==> src/rtl/cdec_pkg.sv <==
package cdec_pkg;

    typedef enum logic [0:0] {
        ST_IDLE   = 1'b0,
        ST_ACTIVE = 1'b1
    } cdec_state_t;

    typedef enum logic [0:0] {
        MAP_CONTIG     = 1'b0,
        MAP_INTERLEAVE = 1'b1
    } cdec_map_t;

endpackage

==> src/rtl/cdec_addr_split.sv <==
module cdec_addr_split
    import cdec_pkg::*;
#(
    parameter int ADDR_W   = 31,
    parameter int ROW_BITS = 2,
    localparam int LOCAL_W = ADDR_W - ROW_BITS
) (
    input  logic [ADDR_W-1:0]   addr,
    input  cdec_map_t           map_mode,
    output logic [ROW_BITS-1:0] row_idx,
    output logic [LOCAL_W-1:0]  local_addr
);

    logic [ROW_BITS-1:0] hi_row;
    logic [LOCAL_W-1:0]  hi_local;
    logic [ROW_BITS-1:0] lo_row;
    logic [LOCAL_W-1:0]  lo_local;

    // Contiguous layout: row from the top bits
    assign hi_row   = addr[ADDR_W-1 -: ROW_BITS];
    assign hi_local = addr[LOCAL_W-1:0];

    // Interleaved layout: row from the bottom bits
    assign lo_row   = addr[ROW_BITS-1:0];
    assign lo_local = addr[ADDR_W-1:ROW_BITS];

    always_comb begin
        unique case (map_mode)
            MAP_CONTIG: begin
                row_idx    = hi_row;
                local_addr = hi_local;
            end
            MAP_INTERLEAVE: begin
                row_idx    = lo_row;
                local_addr = lo_local;
            end
            default: begin
                row_idx    = hi_row;
                local_addr = hi_local;
            end
        endcase
    end

endmodule

==> src/rtl/cdec_cfg_hold.sv <==
module cdec_cfg_hold
    import cdec_pkg::*;
#(
    parameter int ROWS = 4
) (
    input  logic            clk,
    input  logic            rst_n,
    input  logic            req_valid,
    input  logic            map_in,
    input  logic [ROWS-1:0] mask_in,
    output cdec_map_t       map_eff,
    output logic [ROWS-1:0] mask_eff
);

    cdec_state_t     state_q;
    cdec_state_t     state_d;
    cdec_map_t       map_q;
    logic [ROWS-1:0] mask_q;

    // State register
    always_ff @(posedge clk or negedge rst_n) begin
        if (!rst_n) begin
            state_q <= ST_IDLE;
        end else begin
            state_q <= state_d;
        end
    end

    // Next state
    always_comb begin
        state_d = state_q;
        unique case (state_q)
            ST_IDLE:   if (req_valid)  state_d = ST_ACTIVE;
            ST_ACTIVE: if (!req_valid) state_d = ST_IDLE;
            default:   state_d = ST_IDLE;
        endcase
    end

    // Shadow copies follow the inputs only while idle
    always_ff @(posedge clk or negedge rst_n) begin
        if (!rst_n) begin
            map_q  <= MAP_CONTIG;
            mask_q <= '0;
        end else if (state_q == ST_IDLE) begin
            map_q  <= cdec_map_t'(map_in);
            mask_q <= mask_in;
        end
    end

    // Effective configuration
    always_comb begin
        unique case (state_q)
            ST_IDLE: begin
                map_eff  = cdec_map_t'(map_in);
                mask_eff = mask_in;
            end
            ST_ACTIVE: begin
                map_eff  = map_q;
                mask_eff = mask_q;
            end
            default: begin
                map_eff  = cdec_map_t'(map_in);
                mask_eff = mask_in;
            end
        endcase
    end

    AST_CFG_FROZEN: assert property (@(posedge clk) disable iff (!rst_n)
        (state_q == ST_ACTIVE && req_valid) |=> ($stable(map_q) && $stable(mask_q)));

    AST_ACTIVE_AFTER_REQ: assert property (@(posedge clk) disable iff (!rst_n)
        req_valid |=> (state_q == ST_ACTIVE));

endmodule

==> src/rtl/cdec_sel_drive.sv <==
module cdec_sel_drive #(
    parameter int ROWS     = 4,
    parameter int ROW_BITS = 2,
    parameter int LOCAL_W  = 29
) (
    input  logic                clk,
    input  logic                rst_n,
    input  logic                req_valid,
    input  logic [ROW_BITS-1:0] row_idx,
    input  logic [LOCAL_W-1:0]  local_addr,
    input  logic [ROWS-1:0]     mask,
    output logic [ROWS-1:0]     row_sel,
    output logic [LOCAL_W-1:0]  row_addr,
    output logic                acc_err
);

    logic [ROWS-1:0]    dec;
    logic [ROWS-1:0]    sel_d;
    logic               err_d;
    logic [ROWS-1:0]    sel_q;
    logic [LOCAL_W-1:0] addr_q;
    logic               err_q;

    for (genvar gi = 0; gi < ROWS; gi++) begin : g_row
        assign dec[gi]   = req_valid && (row_idx == ROW_BITS'(gi));
        assign sel_d[gi] = dec[gi] && mask[gi];
    end

    assign err_d = req_valid && ((dec & mask) == '0);

    always_ff @(posedge clk or negedge rst_n) begin
        if (!rst_n) begin
            sel_q  <= '0;
            addr_q <= '0;
            err_q  <= 1'b0;
        end else begin
            sel_q <= sel_d;
            err_q <= err_d;
            if (req_valid) begin
                addr_q <= local_addr;
            end
        end
    end

    assign row_sel  = sel_q;
    assign row_addr = addr_q;
    assign acc_err  = err_q;

    AST_SEL_ONEHOT0: assert property (@(posedge clk) disable iff (!rst_n)
        $onehot0(sel_q));

    AST_QUIET_NO_REQ: assert property (@(posedge clk) disable iff (!rst_n)
        !req_valid |=> (sel_q == '0 && !err_q && $stable(addr_q)));

    AST_ERR_EXCLUSIVE: assert property (@(posedge clk) disable iff (!rst_n)
        err_q |-> (sel_q == '0));

    AST_SEL_FITTED: assert property (@(posedge clk) disable iff (!rst_n)
        req_valid |=> ((sel_q & ~$past(mask)) == '0));

    AST_REQ_ANSWERED: assert property (@(posedge clk) disable iff (!rst_n)
        req_valid |=> ($countones(sel_q) + (err_q ? 1 : 0) == 1));

endmodule

==> src/rtl/chip_row_decoder.sv <==
module chip_row_decoder
    import cdec_pkg::*;
#(
    parameter int ADDR_W   = 31,
    parameter int ROW_BITS = 2,
    localparam int ROWS    = 1 << ROW_BITS,
    localparam int LOCAL_W = ADDR_W - ROW_BITS
) (
    input  logic               clk,
    input  logic               rst_n,
    input  logic               req_valid,
    input  logic [ADDR_W-1:0]  req_addr,
    input  logic               map_interleave,
    input  logic [ROWS-1:0]    fitted_mask,
    output logic [ROWS-1:0]    row_sel,
    output logic [LOCAL_W-1:0] row_addr,
    output logic               acc_err
);

    cdec_map_t           map_eff;
    logic [ROWS-1:0]     mask_eff;
    logic [ROW_BITS-1:0] row_idx;
    logic [LOCAL_W-1:0]  local_addr;

    cdec_cfg_hold #(
        .ROWS (ROWS)
    ) u_cfg (
        .clk       (clk),
        .rst_n     (rst_n),
        .req_valid (req_valid),
        .map_in    (map_interleave),
        .mask_in   (fitted_mask),
        .map_eff   (map_eff),
        .mask_eff  (mask_eff)
    );

    cdec_addr_split #(
        .ADDR_W   (ADDR_W),
        .ROW_BITS (ROW_BITS)
    ) u_split (
        .addr       (req_addr),
        .map_mode   (map_eff),
        .row_idx    (row_idx),
        .local_addr (local_addr)
    );

    cdec_sel_drive #(
        .ROWS     (ROWS),
        .ROW_BITS (ROW_BITS),
        .LOCAL_W  (LOCAL_W)
    ) u_drive (
        .clk        (clk),
        .rst_n      (rst_n),
        .req_valid  (req_valid),
        .row_idx    (row_idx),
        .local_addr (local_addr),
        .mask       (mask_eff),
        .row_sel    (row_sel),
        .row_addr   (row_addr),
        .acc_err    (acc_err)
    );

endmodule

==> config.mk <==
export PLATFORM = sky130hd
export DESIGN_NAME = chip_row_decoder
export DESIGN_NICKNAME = d
export VERILOG_FILES = /design/src/rtl/cdec_pkg.sv /design/src/rtl/cdec_addr_split.sv /design/src/rtl/cdec_cfg_hold.sv /design/src/rtl/cdec_sel_drive.sv /design/src/rtl/chip_row_decoder.sv
export SDC_FILE = /design/constraint.sdc
export NUM_CORES = 1
export LEC_CHECK = 0
export BUFFER_PORTS_ARGS = -buffer_cell sky130_fd_sc_hd__buf_4
export CORE_MARGIN = 5
export CORE_UTILIZATION = 31
export CTS_CLUSTER_DIAMETER = 50
export CTS_CLUSTER_SIZE = 30
export DETAILED_ROUTE_END_ITERATION = 8
export GPL_TIMING_DRIVEN = 0
export HOLD_SLACK_MARGIN = 0.06
export PLACE_DENSITY = 0.61
export SETUP_SLACK_MARGIN = 0.1
export SLEW_MARGIN = 10
export SYNTH_ARGS = -nofsm -noshare
export SYNTH_HDL_FRONTEND = slang
export SYNTH_HIERARCHICAL = 1
export SYNTH_SLANG_ARGS = --single-unit
==> constraint.sdc <==
create_clock -name clk -period 2.6 [get_ports clk]
set_input_delay 0.78 -clock clk [delete_from_list [all_inputs] [get_ports clk]]
set_output_delay 0.78 -clock clk [all_outputs]
set_load 0.02 [all_outputs]
==> results of run 1 <==
==> power by group through the flow <==
| stage | registers (W) | clock network (W) | logic (W) |
|---|---|---|---|
| 4_1_cts | 0.000744 | 0.000402 | 0.000475 |
| 5_1_grt | 0.000753 | 0.000426 | 0.000500 |
| 2_1_floorplan | 0.000840 | 0 | 0.000170 |
| 3_3_place_gp | 0.000753 | 0 | 0.000471 |
| 6_report | 0.000742 | 0.000383 | 0.000466 |
| 3_5_place_dp | 0.000756 | 0 | 0.000474 |
==> worst reg2reg max path: stages, from the launching register on <==
cell	delay, ns
dfrtp_1	0.47
mux2_2	0.43
buf_6	0.17
mux2_2	0.31
and4_1	0.22
nor4_1	0.24
and2_1	0.15
==> synthesized netlist by cell type <==
library cell and instances:
mux2_2 62, dfrtp_1 40, buf_6 4, buf_2 3
mux2_1 3, and4b_1 2, and2_1 1, and4_1 1
and4bb_4 1, nor4_1 1
==> routing by layer <==
metal  vias to the layer above  share of wire, %  track usage, %
met4                         0               1.6            4.18
met3                         6               8.2            3.31
li1                        587                 -               -
met2                        47                45            17.5
met1                       594                45            15.4
met5                         -                 0               0
==> registers in the layout (all words and copies together), names as in the netlist <==
signal,cells
u_drive/row_addr,29
u_cfg/mask_q,4
u_drive/row_sel,4
u_cfg/map_q,1
u_cfg/state_q,1
u_drive/acc_err,1
==> cells by family (layout without fill, tap and decap cells) <==
logic type	count (synthesis)	in the layout	synth area share, %
multiplexers	65	65	39.6
buffers and inverters	7	86	3.25
flip-flops	40	40	54.1
AND/OR/NAND/NOR	6	6	3.11
==> worst paths after layout <==
path,start,to,cells past startpoint
min in group clk,u_cfg/mask_q[3],u_cfg/mask_q[3],1
min reg2reg,u_cfg/mask_q[3],u_cfg/mask_q[3],1
max reg2reg,u_cfg/state_q,u_drive/acc_err,6
min,rst_n,u_drive/row_sel[2],1
max in group asynchronous,rst_n,u_drive/row_addr[7],1
max,map_interleave,u_drive/acc_err,7
==> layout make-up <==
| cell class | count | area, µm² | area share [%] |
|---|---|---|---|
| sequential | 40 | 1000 | 39.1 |
| multi-input combinational | 71 | 790 | 30.8 |
| timing repair buffer | 72 | 541 | 21.1 |
| tap | 75 | 93.8 | 3.66 |
| clock buffer | 6 | 72.6 | 2.83 |
| buffer | 7 | 60.1 | 2.34 |
| clock inverter | 1 | 5.00 | 0.195 |
==> metrics by stage <==
stage | power (W) | setup slack (ns) | area [µm²] | std cells
3_5_place_dp | 0.00123 | 0.204 | 2480 | 265
5_1_grt | 0.00168 | 0.417 | 2560 | 272
6_report | 0.00159 | 0.516 | 2560 | 272
3_3_place_gp | 0.00122 | 0.190 | 2480 | 265
2_1_floorplan | 0.00101 | 0.466 | 1850 | 118
4_1_cts | 0.00162 | 0.508 | 2560 | 272
==> run summary, run 1 <==
Outcome -> complete, no violations
Final Net Count -> 236
Hpwl dp -> 3350 µm
Worst slew pin tran -> 0.514 ns
Worst-skew pair later-pin latency -> 0.28 ns
Clock Path Buffers -> 2
GR Util All Layers -> 11.5%
Sequential element share of the synthesized area -> 54.1%
Unrepaired setup endpoints after global routing -> false
Worst Setup Start Kind -> input port
Pint -> 0.00114 W
Crit-path cells -> buf_4 > mux2_2 > buf_6 > mux2_2 > and4_1 > nor4_1 > and2_1
Mean Syn Cell Area -> 15.7 µm²
Clock slew at reported path FFs -> 0.07 ns
Post-detailed-route count of antenna-violating nets -> 0
Most frequent CP cell -> mux2_2
Most common cell after layout, fill and taps aside -> buf_4
CP delay by family, top -> multiplexers
Comb pwr share -> 29.3%
MaxCap Viol Count -> 0
Synth cell types -> 10
Final setup violation count -> 0
Die Area -> 7610 µm²
Leak -> 1.18 nW
Pre-Repair DR Iteration Count -> 3
Post-route minimum period -> 2.08 ns
CP peak stage delay -> 0.32 ns
Vias per Instance -> 4.54
Core area -> 5850 µm²
Avg WL per Cell -> 15.7 µm
1st-iter DRT viols -> 20
Power Dens Cells -> 621 nW/µm²
CTS buffer count -> 5
Synth warnings -> 6
Mapped Area -> 1850 µm²
Starting Density -> 31.6%
WP data required -> 2.82 ns
Net Sw Power -> 0.000454 W
R2r setup slk -> 0.55 ns
Placer congestion estimate -> 0.669
Tcrit/Tclk final -> 80.1%
Area share of the largest cell type after synthesis -> 54.1%
Clock Power Share -> 24.1%
Post-CTS Hold Buffers -> 0
Io pins -> 73
Cts repair resizes -> 0
Setup TNS Final -> 0 ns
Worst hold-check path type -> input port to asynchronous set/reset pin
Number of global-route vias before repair -> 1298
Endpoint class of the critical path -> register
Data arrival, critical path -> 2.31 ns
FMAX -> 480 MHz
Clock sink count -> 40
Sequential power share -> 46.6%
Final WL -> 4270 µm
Synth top area cells -> dfrtp_1 54%, mux2_2 38%, buf_6 2.4%, mux2_1 1.8%, and4b_1 1.1%
Sw Share -> 28.6%
Root Buffer -> clkbuf_8
Largest net degree at the start of global routing -> 41
H-tree depth -> 2
Max-slew violation count -> 0
CP max stage cell -> mux2_2
Leading area contributor after synthesis -> dfrtp_1
Area delta synth->final -> 38.5%
Row Count -> 28
Slew headroom -> 65.8%
Grt total ovfl -> 0
Initial antenna violation count -> 0
Worst VDD drop -> 0.227 mV
Global-route wire length before repair -> 6700 µm
# port buffers -> 72
Worst Skew -> 0.00542 ns
Commonest cells after routing, fill and taps aside -> 72 x buf_4, 62 x mux2_2, 40 x dfrtp_1
Vias -> 1234
Setup CP Type -> input port to register
Mapped Nets -> 157
Critical path peak fanout -> 10
Fin. Hold Viols -> 0
Die Y -> 87.3 µm
TritonCTS clock tree -> done
Mapped Cells -> 118
Postcts setup bufs -> 0
Die Width -> 87.3 µm
DRC viols -> 0
Worst path bufs/invs -> 2
Share of cells above drive strength 1 -> 75.1%
Fillcell total -> 565
Hold WS -> 0.468 ns
# diodes -> 0
Register bit total from synthesis -> 40
Final Util -> 43.8%
No activity file was read; power rests on OpenSTA's default activity.
==> run 2: changes to the inputs <==
- ABC_AREA: unset -> 1
- PLACE_DENSITY: 0.61 -> 0.63
- clock period: 2.6 -> 1.9 ns (I/O delays scaled with it)
==> run 2 against run 1 <==
Via count grew 48%. Final cell count grew 56%. Highest routed layer unchanged. Largest power group unchanged. Clock skew grew 0.00082 ns. Worst hold slack lost 0.22 ns. Synthesized cell count grew 130%. First-iteration DRC count grew to 2.8 times the previous value. Combinational power grew 22%. Die area grew 1.4%. Global-route usage grew 1.8 points. Sequential power grew 34%. Count of clock-buffer cells in the layout shrank 1.
==> run summary, run 2 <==
Setup crit end -> u_drive/acc_err
Final setup violation count -> 0
Mapped Cells -> 268
Vias per Instance -> 4.32
Area share of the largest cell type after synthesis -> 53.3%
Post-route minimum period -> 1.56 ns
Worst Setup SP -> u_cfg/state_q
Worst hold-check path type -> input port to asynchronous set/reset pin
Reg2reg path depth -> 11
1st-iter DRT viols -> 56
Mapped Nets -> 307
Initial antenna violation count -> 0
Synth cell types -> 10
Clock slew at reported path FFs -> 0.08 ns
Placed Cells -> 415
Largest net degree at the start of global routing -> 41
Area delta synth->final -> 40.3%
Vias -> 1827
Worst slew pin tran -> 0.502 ns
Slew headroom -> 66.5%
Mean Syn Cell Area -> 7.01 µm²
# port buffers -> 72
Most common cell after layout, fill and taps aside -> nand2_1
Worst-skew pair later-pin latency -> 0.29 ns
Post-Layout Cell Count -> 423
Reg-to-reg critical path endpoint -> u_drive/acc_err
H-tree depth -> 2
Global-route wire length before repair -> 8040 µm
Starting Density -> 31.7%
Hpwl dp -> 3730 µm
Final Util -> 44.5%
Io pins -> 73
Async SR Flop Fraction -> 100%
Placer congestion estimate -> 0.697
EDFF count, synth -> 0
Tcrit/Tclk final -> 82.1%
TritonCTS clock tree -> done
# diodes -> 0
Data arrival, critical path -> 1.74 ns
Row Count -> 28
Synth warnings -> 6
GR Util All Layers -> 13.3%
Setup TNS Final -> 0 ns
R2r setup slk -> 0.34 ns
Root Buffer -> clkbuf_8
Clock sink count -> 40
Power Dens Cells -> 854 nW/µm²
Most common cell in the netlist -> nand2_1
Setup CP Type -> register to register
Die Y -> 87.9 µm
MaxCap Viol Count -> 0
Fin. Hold Viols -> 0
Worst Setup Start Kind -> register
Mapped Area -> 1880 µm²
Synth top area cells -> dfrtp_1 53%, nand2_1 40%, buf_2 2.7%, inv_1 1.0%, nor2_1 1.0%
Final Net Count -> 386
WP data required -> 2.08 ns
Max-slew violation count -> 0
Worst VDD drop -> 0.357 mV
Top post-synthesis cells by count -> 201 x nand2_1, 40 x dfrtp_1, 10 x buf_2, 5 x inv_1, 5 x nor2_1
Die Area -> 7720 µm²
Fillcell total -> 628
Post-detailed-route count of antenna-violating nets -> 0
Outcome -> complete, no violations
Final WL -> 4850 µm
Die Width -> 87.9 µm
Critical path peak fanout -> 10
Synth Flop Type -> dfrtp_1
Leading area contributor after synthesis -> dfrtp_1
Grt total ovfl -> 0
Core area -> 5920 µm²
FMAX -> 641 MHz
Worst Skew -> 0.00624 ns
Avg WL per Cell -> 11.5 µm
Unrepaired setup endpoints after global routing -> false
Leak -> 1.59 nW
Share of cells above drive strength 1 -> 27.6%
DRC viols -> 0
Register bit total from synthesis -> 40
Pre-Repair DR Iteration Count -> 4
CTS buffer count -> 5
Sequential element share of the synthesized area -> 53.3%
Commonest cells after routing, fill and taps aside -> 200 x nand2_1, 72 x buf_4, 39 x dfrtp_1
Max reg flops -> 29
Reg-to-reg startpoint -> u_cfg/state_q
Endpoint class of the critical path -> register
Number of global-route vias before repair -> 1791
Clock Path Buffers -> 2
==> run 2: changes by cell type after synthesis, sizes merged, moves of 2 or more <==
cell | before | now
nand2 | 0 | 201
mux2 | 65 | 0
inv | 0 | 8
nor2 | 0 | 5
buf | 7 | 11
and4b | 2 | 0
==> run 2: kinds of logic (layout without fill, tap and decap cells) <==
family | Yosys count | after routing | share of synthesized area, %
buffers and inverters | 20 | 100 | 5.06
AND/OR/NAND/NOR | 207 | 207 | 41.4
AO/OA/AOI/OAI | 1 | 1 | 0.266
flip-flops | 40 | 40 | 53.3
==> run 2: what timing repair did <==
| action | 4_1_cts | 5_1_grt |
|---|---|---|
| hold buffers | 0 | 0 |
| setup endpoints to repair | 0 | 2 |
| buffers inserted | 0 | 0 |
| gates resized for setup | 0 | 4 |
| endpoints found under the hold margin | 0 | 0 |
==> run 2: layer usage <==
metal	global-route usage (%)	wire, µm
met1	17.5	2240
met2	21.4	2240
met3	3.29	319
met4	4.60	55
met5	0	0
==> run 2: worst min path at each step <==
stage,from,end
after floorplan,rst_n,u_cfg/map_q
after global placement,u_drive/row_addr[12],u_drive/row_addr[12]
after detailed placement,u_drive/row_addr[28],u_drive/row_addr[28]
after CTS,rst_n,u_drive/row_addr[0]
after global routing,rst_n,u_drive/row_addr[3]
final,rst_n,u_drive/row_addr[3]
==> run 2: area by class of cell <==
class                      count  area, µm²  share of cell area [%]
sequential                    40       1000                    38.0
clock buffer                   5       68.8                    2.61
tap                           75       93.8                    3.56
inverter                       8       30.0                    1.14
multi-input combinational    208        791                    30.0
timing repair buffer          72        541                    20.5
clock inverter                 3       42.5                    1.61
buffer                        12       67.6                    2.56
==> run 2: critical path, cell delays in order, from the launching register on <==
cell      delay, ns
dfrtp_2        0.45
inv_2          0.09
nand2_1        0.09
nand2_4        0.10
inv_2          0.05
clkbuf_4       0.18
nand2_1        0.08
nand2_1        0.10
inv_1          0.07
nand2_1        0.06
a21oi_1        0.13
nor2_1         0.06
==> run 2: through the flow <==
step / setup WS (ns) / hold WS, ns / cell area [µm²] / power (W)
5_1_grt: 0.125 / 0.288 / 2640 / 0.00239
6_report: 0.340 / 0.247 / 2640 / 0.00225
3_5_place_dp: 0.00310 / 0.463 / 2510 / 0.00159
3_3_place_gp: 0.00790 / 0.459 / 2510 / 0.00158
4_1_cts: 0.165 / 0.259 / 2630 / 0.00229
2_1_floorplan: 0.409 / 0.274 / 1880 / 0.00131
==> run 2: power by group <==
group	leakage (nW)	internal [W]	switching, W
Combinational	1.04	0.000240	0.000329
Clock	0.0541	0.000389	0.000302
Sequential	0.497	0.000943	0.0000498
